File: config.mk
export PLATFORM = sky130hd
export DESIGN_NAME = bitclk_recover
export DESIGN_NICKNAME = d
export VERILOG_FILES = /design/src/rtl/bitclk_pkg.sv /design/src/rtl/bitclk_edge_sync.sv /design/src/rtl/bitclk_phase_track.sv /design/src/rtl/bitclk_drift_judge.sv /design/src/rtl/bitclk_sampler.sv /design/src/rtl/bitclk_recover.sv
export SDC_FILE = /design/constraint.sdc
export NUM_CORES = 1
export LEC_CHECK = 0
export BUFFER_PORTS_ARGS = -buffer_cell sky130_fd_sc_hd__buf_2
export CAP_MARGIN = 20
export CORE_MARGIN = 1.5
export CORE_UTILIZATION = 55
export CTS_CLUSTER_DIAMETER = 50
export DETAILED_ROUTE_END_ITERATION = 8
export GPL_TIMING_DRIVEN = 1
export PLACE_DENSITY = 0.74
export SLEW_MARGIN = 20
export SYNTH_ARGS = -nofsm -noshare
export SYNTH_HDL_FRONTEND = slang
export SYNTH_HIERARCHICAL = 1
export SYNTH_SLANG_ARGS = --single-unit
File: constraint.sdc
create_clock -name clk -period 2.6 [get_ports clk]
set_clock_uncertainty 0.2 [all_clocks]
set_input_delay 0.13 -clock clk [delete_from_list [all_inputs] [get_ports clk]]
set_output_delay 0.13 -clock clk [all_outputs]
set_load 0.005 [all_outputs]
File: src/rtl/bitclk_pkg.sv
`timescale 1ns/1ps
package bitclk_pkg;

  // Pending phase correction for the next eligible slot
  typedef enum logic [1:0] {
    CORR_NONE = 2'd0,
    CORR_ADV  = 2'd1,   // enable on two consecutive slots
    CORR_DLY  = 2'd2    // skip the enable on one extra slot
  } corr_e;

endpackage

File: src/rtl/bitclk_edge_sync.sv
`timescale 1ns/1ps
module bitclk_edge_sync #(
  parameter int STAGES = 2
) (
  input  logic clk,
  input  logic rst_n,
  input  logic rx_i,
  output logic data_o,
  output logic edge_o
);

  logic [STAGES-1:0] sync_q;
  logic              last_q;

  for (genvar g = 0; g < STAGES; g++) begin : g_stage
    if (g == 0) begin : g_first
      always_ff @(posedge clk) begin
        if (!rst_n) sync_q[g] <= 1'b0;
        else        sync_q[g] <= rx_i;
      end
    end else begin : g_next
      always_ff @(posedge clk) begin
        if (!rst_n) sync_q[g] <= 1'b0;
        else        sync_q[g] <= sync_q[g-1];
      end
    end
  end

  always_ff @(posedge clk) begin
    if (!rst_n) last_q <= 1'b0;
    else        last_q <= sync_q[STAGES-1];
  end

  assign data_o = sync_q[STAGES-1];
  assign edge_o = sync_q[STAGES-1] ^ last_q;

endmodule

File: src/rtl/bitclk_phase_track.sv
`timescale 1ns/1ps
module bitclk_phase_track
  import bitclk_pkg::*;
#(
  parameter int OSR = 16
) (
  input  logic            clk,
  input  logic            rst_n,
  input  corr_e           pend_i,
  output logic [$clog2(OSR)-1:0] ph_o,
  output logic            slot_o,
  output logic            en_o,
  output logic            applied_o
);

  localparam int PW = $clog2(OSR);
  localparam int HALF = OSR / 2;
  localparam logic [PW-1:0] PH_ZERO  = '0;
  localparam logic [PW-1:0] PH_ONE   = PW'(1);
  localparam logic [PW-1:0] PH_HALF  = PW'(HALF);
  localparam logic [PW-1:0] PH_HALF1 = PW'(HALF + 1);

  logic [PW-1:0] ph_q;
  logic          at_zero, at_half, adv_now, dly_now;

  always_comb begin
    at_zero   = (ph_q == PH_ZERO);
    at_half   = (ph_q == PH_HALF);
    adv_now   = at_zero && (pend_i == CORR_ADV);
    dly_now   = at_half && (pend_i == CORR_DLY);
    slot_o    = at_zero || at_half;
    en_o      = (at_half && !dly_now) || adv_now;
    applied_o = adv_now || dly_now;
  end

  // Advance jumps the phase forward half a bit; delay pulls it back.
  always_ff @(posedge clk) begin
    if (!rst_n)       ph_q <= PH_ZERO;
    else if (adv_now) ph_q <= PH_HALF1;
    else if (dly_now) ph_q <= PH_ONE;
    else              ph_q <= ph_q + PH_ONE;
  end

  assign ph_o = ph_q;

  // Checker: cycles since the last applied correction, saturating
  logic [PW:0] since_q;
  always_ff @(posedge clk) begin
    if (!rst_n)                      since_q <= (PW+1)'(OSR);
    else if (applied_o)              since_q <= (PW+1)'(1);
    else if (since_q < (PW+1)'(OSR)) since_q <= since_q + (PW+1)'(1);
  end

  p_one_corr_r7: assert property (@(posedge clk) disable iff (!rst_n)
    applied_o |-> (since_q >= (PW+1)'(OSR)))
    else $error("corrections closer than OSR cycles");

  p_slot_sep_r2: assert property (@(posedge clk) disable iff (!rst_n)
    slot_o |=> !slot_o)
    else $error("slot strobes on adjacent cycles");

endmodule

File: src/rtl/bitclk_drift_judge.sv
`timescale 1ns/1ps
module bitclk_drift_judge
  import bitclk_pkg::*;
#(
  parameter int OSR   = 16,
  parameter int GUARD = 4
) (
  input  logic                   clk,
  input  logic                   rst_n,
  input  logic                   edge_i,
  input  logic [$clog2(OSR)-1:0] ph_i,
  input  logic                   applied_i,
  output corr_e                  pend_o
);

  localparam int PW = $clog2(OSR);
  localparam int HALF = OSR / 2;

  int          err;
  corr_e       pend_q;
  logic [PW:0] cool_q;

  // Signed distance of the transition from the expected boundary
  always_comb begin
    err = int'(ph_i);
    if (int'(ph_i) >= HALF) err = err - OSR;
  end

  always_ff @(posedge clk) begin
    if (!rst_n) begin
      pend_q <= CORR_NONE;
    end else if (applied_i) begin
      pend_q <= CORR_NONE;
    end else if (pend_q == CORR_NONE && cool_q == '0 && edge_i) begin
      if (err > GUARD)       pend_q <= CORR_DLY;
      else if (err < -GUARD) pend_q <= CORR_ADV;
    end
  end

  // Hold-off after a correction so the shifted phase settles
  always_ff @(posedge clk) begin
    if (!rst_n)           cool_q <= '0;
    else if (applied_i)   cool_q <= (PW+1)'(OSR);
    else if (cool_q != 0) cool_q <= cool_q - (PW+1)'(1);
  end

  assign pend_o = pend_q;

  p_pend_edge_r8: assert property (@(posedge clk) disable iff (!rst_n)
    (pend_q != CORR_NONE && $past(pend_q) == CORR_NONE) |-> $past(edge_i))
    else $error("correction scheduled without a transition");

  p_no_swap_r7: assert property (@(posedge clk) disable iff (!rst_n)
    (pend_q != CORR_NONE) |=> (pend_q == $past(pend_q) || pend_q == CORR_NONE))
    else $error("pending correction changed direction");

endmodule

File: src/rtl/bitclk_sampler.sv
`timescale 1ns/1ps
module bitclk_sampler (
  input  logic clk,
  input  logic rst_n,
  input  logic slot_i,
  input  logic en_i,
  input  logic data_i,
  output logic slot_tick_o,
  output logic bit_en_o,
  output logic bit_o
);

  always_ff @(posedge clk) begin
    if (!rst_n) begin
      slot_tick_o <= 1'b0;
      bit_en_o    <= 1'b0;
      bit_o       <= 1'b0;
    end else begin
      slot_tick_o <= slot_i;
      bit_en_o    <= en_i;
      if (en_i) bit_o <= data_i;
    end
  end

  p_en_on_tick_r2: assert property (@(posedge clk) disable iff (!rst_n)
    bit_en_o |-> slot_tick_o)
    else $error("bit enable outside a slot tick");

  p_hold_r9: assert property (@(posedge clk) disable iff (!rst_n)
    !bit_en_o |-> $stable(bit_o))
    else $error("data bit changed without enable");

endmodule

File: src/rtl/bitclk_recover.sv
`timescale 1ns/1ps
module bitclk_recover
  import bitclk_pkg::*;
#(
  parameter int OSR         = 16,
  parameter int GUARD       = 4,
  parameter int SYNC_STAGES = 2
) (
  input  logic clk,
  input  logic rst_n,
  input  logic rx_i,
  output logic slot_tick_o,
  output logic bit_en_o,
  output logic bit_o
);

  localparam int PW = $clog2(OSR);

  logic          data_s, edge_s, slot_s, en_s, applied_s;
  logic [PW-1:0] ph_s;
  corr_e         pend_s;

  bitclk_edge_sync #(.STAGES(SYNC_STAGES)) u_sync (
    .clk    (clk),
    .rst_n  (rst_n),
    .rx_i   (rx_i),
    .data_o (data_s),
    .edge_o (edge_s)
  );

  bitclk_phase_track #(.OSR(OSR)) u_phase (
    .clk       (clk),
    .rst_n     (rst_n),
    .pend_i    (pend_s),
    .ph_o      (ph_s),
    .slot_o    (slot_s),
    .en_o      (en_s),
    .applied_o (applied_s)
  );

  bitclk_drift_judge #(.OSR(OSR), .GUARD(GUARD)) u_judge (
    .clk       (clk),
    .rst_n     (rst_n),
    .edge_i    (edge_s),
    .ph_i      (ph_s),
    .applied_i (applied_s),
    .pend_o    (pend_s)
  );

  bitclk_sampler u_samp (
    .clk         (clk),
    .rst_n       (rst_n),
    .slot_i      (slot_s),
    .en_i        (en_s),
    .data_i      (data_s),
    .slot_tick_o (slot_tick_o),
    .bit_en_o    (bit_en_o),
    .bit_o       (bit_o)
  );

endmodule

# Yosys cells after proc, flatten, opt, wreduce, memory -nomap -nowiden
# Cells that the tools add are included.
dict set report totals {
  reg_bits 17
  elab_cells 47
  in_bits 3
}
dict set report classes {
  mux 7
  eq_ne 3
  n_addsub 3
  reduce_logical 18
  order_cmp 3
  bitwise_logic 2
}
# cell count
set ops {}
lappend ops {{> comparator 32 x 4 -> 1 bit (second input constant)} 1}
lappend ops {{less-than comparator 32 x 3 -> 1 bit (second input constant)} 1}
lappend ops {{two-way mux 32 bit} 1}
lappend ops {{two-way mux 5 bit} 2}
lappend ops {{two-way mux 4 bit} 2}
lappend ops {{subtractor 4 x 5 -> 6 bit (second input constant)} 1}
lappend ops {{logical AND 1 bit} 5}
lappend ops {{zero test 5 bit} 1}
lappend ops {{nonzero test 5 bit} 1}
lappend ops {{subtractor 5 x 1 -> 5 bit (second input constant)} 1}
lappend ops {{adder 4 x 1 -> 4 bit (second input constant)} 1}
lappend ops {{equality test 4 bit (second input constant)} 1}
lappend ops {{greater-or-equal comparator 4 bit (second input constant)} 1}
lappend ops {{zero test 4 bit} 1}
lappend ops {{two-way mux 2 bit} 2}
lappend ops {{nonzero test 2 bit} 2}
lappend ops {{logical OR 1 bit} 3}
lappend ops {{OR reduction 3 bit} 1}
lappend ops {{equality test 2 x 1 -> 1 bit (second input constant)} 1}
lappend ops {{equality test 2 bit (second input constant)} 1}
lappend ops {{zero test 2 bit} 1}
lappend ops {{AND reduction 2 bit} 1}
lappend ops {{OR reduction 2 bit} 1}
lappend ops {{zero test 1 bit} 1}
lappend ops {{2 further kinds} 2}

# Longest topological paths before layout
dict set report depth {
  depth_word 5
  ltp_mapped 9
  mapped_depth_nobuf 9
}

# Modules after synthesis
# The synthesis kept the hierarchy.
# module area_per_inst_um2 seq_area_each_um2 n_inst cells_per_inst
set by_module_without_submodules {}
lappend by_module_without_submodules {bitclk_drift_judge 320.3 140.1 1 34}
lappend by_module_without_submodules {bitclk_phase_track 241.5 80.1 1 27}
lappend by_module_without_submodules {bitclk_sampler 90.1 60.1 1 7}
lappend by_module_without_submodules {bitclk_edge_sync 88.8 60.1 1 7}

# Least setup slack after synthesis
# Ideal clock, no wire load.
dict set report synth_timing {
  kind {register to register}
  startpoint {reg u_phase.ph_q[0], in the netlist u_phase/ph_o[0]}
  endpoint {reg u_judge.cool_q[2]}
  arrival_time_ns 1.324
  path_stages_with_launch 10
  slack_ns 1.012
  period_less_slack_ns 1.588
  n_path_buf 0
  path_cell_list {dfxtp_1 inv_1 ha_1 nand2b_4 inv_1 o21ai_2 inv_1 nand2b_1 nand2b_1 nor2_1}
}
dict set report synth_between {
  elab_chain_len 4
}
# item line_no
set synth_lines {}
lappend synth_lines {{from (decl)} bitclk_phase_track.sv:23} ;# logic [PW-1:0] ph_q;
lappend synth_lines {{from (signal assigned)} bitclk_phase_track.sv:41} ;# else ph_q <= ph_q + PH_ONE;
lappend synth_lines {{equality test 4 bit or zero test 4 bit (tied branches)} {bitclk_phase_track.sv:28, bitclk_phase_track.sv:27}}
lappend synth_lines {{logical AND 1 bit (on tied branches)} {bitclk_phase_track.sv:30, bitclk_phase_track.sv:29}}
lappend synth_lines {{logical OR 1 bit (*)} bitclk_phase_track.sv:33} ;# applied_o = adv_now || dly_now;
lappend synth_lines {{named net applied_s} bitclk_recover.sv:19} ;# logic data_s, edge_s, slot_s, en_s, applied_s;
lappend synth_lines {{OR reduction 2 bit (no source line) (*)} n/a}
lappend synth_lines {{to (signal assigned)} bitclk_drift_judge.sv:43} ;# else if (applied_i) cool_q <= (PW+1)'(OSR);
lappend synth_lines {{to (signal assigned)} bitclk_drift_judge.sv:44} ;# else if (cool_q != 0) cool_q <= cool_q - (PW+1)'(1);
lappend synth_lines {{to (decl)} bitclk_drift_judge.sv:21} ;# logic [PW:0] cool_q;
# Mark *: on every way through the listed nets, which the timed path passes. The rest lies on a longest branch.
# A chain may end at the register's enable or synchronous reset.

# Worst setup path in the final report
dict set report layout_timing {
  startpoint {reg u_phase.ph_q[0], in the netlist u_phase/ph_o[0]}
  endpoint {reg u_judge.cool_q[3]}
}
# The elaborated chain is that of the path after synthesis.

==> metrics.md <==
| Metric | Value |
|---|---|
| Final setup viols | `0` |
| Mapped Nets | `81` |
| CTS root buf | `clkbuf_4` |
| Worst Setup End Kind | `flop` |
| Die X | `39.7 um` |
| Register share of total power | `0.492` |
| Syn Area/Cell | `9.88 um^2` |
| Clock sinks | `17` |
| ANT cells | `0` |
| Combinational power share | `0.286` |
| Layout area overhead | `13.7%` |
| Grt met2 use | `0.262` |
| Layout net count | `94` |
| Clk_lat worst skew | `300 ps` |
| Leakage | `0.374 nW` |
| Worst min path class | `reg2reg` |
| Die area | `1580 um^2` |
| DRC Markers | `0` |
| Reg2reg end | `u_judge/cool_q[3]` |
| CP endpoint | `u_judge/cool_q[3]` |
| Area contributors post-synth | `dfxtp_1 (46%), ha_1 (5.1%), nor2_1 (4.6%)` |
| PwrDens | `776 nW/um^2` |
| Peak supply drop | `0.595 mV` |
| Most common cell after layout, fill and taps aside | `dfxtp_1` |
| Max Cap Viol | `0` |
| Ratio of final minimum period to clock period | `0.684` |
| Switching part of the total power | `0.319` |
| Layout cells sized above 1 | `0.184` |
| Predominant post-synthesis flop cell | `dfxtp_1` |
| Row cnt | `13` |
| First-pass DRT Iterations | `4` |
| DRT Wirelength | `1.19 mm` |
| Worst setup path category | `reg2reg` |
| Antenna Nets Post-Route | `0` |
| Global Route Usage Sum | `0.192` |
| Tmin final | `1780 ps` |
| H-tree depth | `1` |
| Final Hold Vio Count | `0` |
| Seq/Total Area, Yosys | `0.459` |
| Number of flops mapped to enable cells by yosys | `0` |
| Hold_ws | `261 ps` |
| Commonest non-fill, non-tap cells in the layout | `dfxtp_1 (17), nor2_1 (9), inv_1 (7)` |
| GRT met1 Usage | `0.247` |
| Crit path from | `u_phase/ph_o[0]` |
| Port bufs | `5` |
| Ports | `6` |
| Core area | `1280 um^2` |
| Max Clock Freq | `0.562 GHz` |
| CTS buffer count | `3` |
| Seq cells post-synth | `17` |
| Crit path DAT | `1830 ps` |
| Slew Viols, Final | `0` |
| TritonCTS clock tree | `done` |
| Worst-path fanout max | `5` |
| Post-synth ARST share | `0` |
| Dpl hpwl | `816 um` |
| Slew @ Worst Pin | `336 ps` |
| Initial Util | `0.576` |
| First-pass GRT wire length | `1.87 mm` |
| Die height | `39.7 um` |
| Number of global-route vias before repair | `444` |
| Setup TNS Final | `0 ps` |
| CTS Buffer Depth | `2` |
| Clk slew on worst S/H paths | `100 ps` |
| Met3 Track Usage GR | `0.0682` |
| Largest net degree at the start of global routing | `14` |
| First DRT Iteration DRCs | `12` |
| Dpl ws | `831 ps` |
| Data required time of the worst path | `2650 ps` |
| GR Overflow Total | `0` |
| Gr busiest metal | `met2` |
| Via total after detailed routing | `532` |
| Post-Synthesis Cells | `75` |
| Slew margin rel. | `0.775` |
| Status | `completed` |
| Leading area contributor after synthesis | `dfxtp_1` |
| Worst r2r path cells | `9` |
| Drt via density | `5.22` |
| Antenna violations before repair | `0` |
| Startpoint Class | `flop` |
| Flop-to-flop setup slack | `820 ps` |
| RSZ-0062 raised after global routing | `no` |
| Avg WL per Cell | `11.6 um` |
| Placer's final routability congestion estimate | `0.720` |
| Post-cts resize count | `0` |
| Ys Warns | `6` |
| Final WS setup | `821 ps` |
| Clock share of power | `0.222` |
| Sw power | `0.209 mW` |
| Post-synthesis cell type count | `28` |
| Internal | `0.445 mW` |
| Worst r2r src | `u_phase/ph_o[0]` |
| Synthesized area | `741 um^2` |
| Yosys top cell area share | `0.459` |
power groups by stage:
stage / Sequential, mW / Clock, mW / Combinational [mW]
floorplan: 0.321 / 0 / 0.154
global placement: 0.326 / 0 / 0.178
detailed placement: 0.327 / 0 / 0.181
CTS: 0.321 / 0.147 / 0.187
global route: 0.326 / 0.161 / 0.204
finish: 0.321 / 0.145 / 0.187
final cells by class:
cell class              count  area, um^2
well taps                  15        18.8
clock inverters             1        5.00
clock buffers               3        22.5
flip-flops and latches     17         340
repair buffers              8        55.1
fillers                   115         443
multi-input cells          51         374
inverters                   7        26.3
flip-flops by register name, indices dropped and copies added, names as in the netlist:
name and cells:
u_sync/last_q 1, u_judge/cool_q 5, u_sync/sync_q 1, u_samp/bit_en_o 1, u_judge/pend_o 2, u_samp/bit_o 1, u_phase/ph_o 4, u_samp/slot_tick_o 1
u_sync/data_o 1
worst max-delay path, stage by stage, from the launching register on:
cell and delay, ps:
dfxtp_1 410, inv_1 60, ha_1 220, nand2b_4 80, inv_1 60, o21ai_2 100, inv_1 70, nand2b_1 220
nand2b_1 200, nor2_1 110
synthesized netlist by cell type, types with 2 or more instances:
master / n
and2_2: 2
o2111ai_1: 2
nor2b_1: 2
a21boi_1: 2
and2_1: 3
and3_1: 2
nand2b_1: 4
a21oi_1: 2
nor3_1: 2
ha_1: 3
nor3b_1: 2
nor2_1: 9
inv_1: 7
xor2_1: 2
dfxtp_1: 17
xnor2_1: 2
cells by family (layout without fill, tap and decap cells):
| logic type | count (synthesis) | count (layout) | synth area share |
|---|---|---|---|
| mux | 1 | 1 | 0.0135 |
| buf+inv | 7 | 19 | 0.0355 |
| flops | 17 | 17 | 0.459 |
| xor+xnor | 4 | 4 | 0.0473 |
| fa+ha+maj | 3 | 3 | 0.0507 |
| compound gates | 12 | 12 | 0.125 |
| simple gates | 31 | 31 | 0.269 |
layer usage:
metal  vias to the layer above  routed length [um]
li1                        278                   -
met1                       240                 579
met2                        10                 506
met3                         4                  61
met4                         0                  37
met5                         -                   0
worst min-delay path by stage:
| stage | slack [ps] | to | start | cells after the start |
|---|---|---|---|---|
| after floorplan | 50 | u_judge/cool_q[4] | rst_n | 1 |
| after global placement | 140 | u_sync/sync_q[0] | rx_i | 2 |
| after detailed placement | 140 | u_sync/sync_q[0] | rx_i | 2 |
| after CTS | 270 | u_sync/data_o | u_sync/sync_q[0] | 1 |
| after global routing | 290 | u_sync/data_o | u_sync/sync_q[0] | 1 |
| final | 260 | u_sync/data_o | u_sync/sync_q[0] | 1 |
metrics by stage:
stage | total power [mW] | utilization | cell area (um^2) | std cells
after floorplan | 0.474 | - | 741 | 75
after global placement | 0.503 | 0.611 | 785 | 95
after detailed placement | 0.507 | 0.611 | 785 | 95
after CTS | 0.655 | 0.655 | 842 | 102
after global routing | 0.691 | 0.655 | 842 | 102
final | 0.654 | 0.655 | 842 | 102
repair_timing:
| item | in CTS | in global routing |
|---|---|---|
| hold buffers | 3 | 0 |
| buffers inserted | 0 | 0 |
| endpoints found under the hold margin | 8 | 0 |
Note: power is estimated with default switching activity, not from simulation.
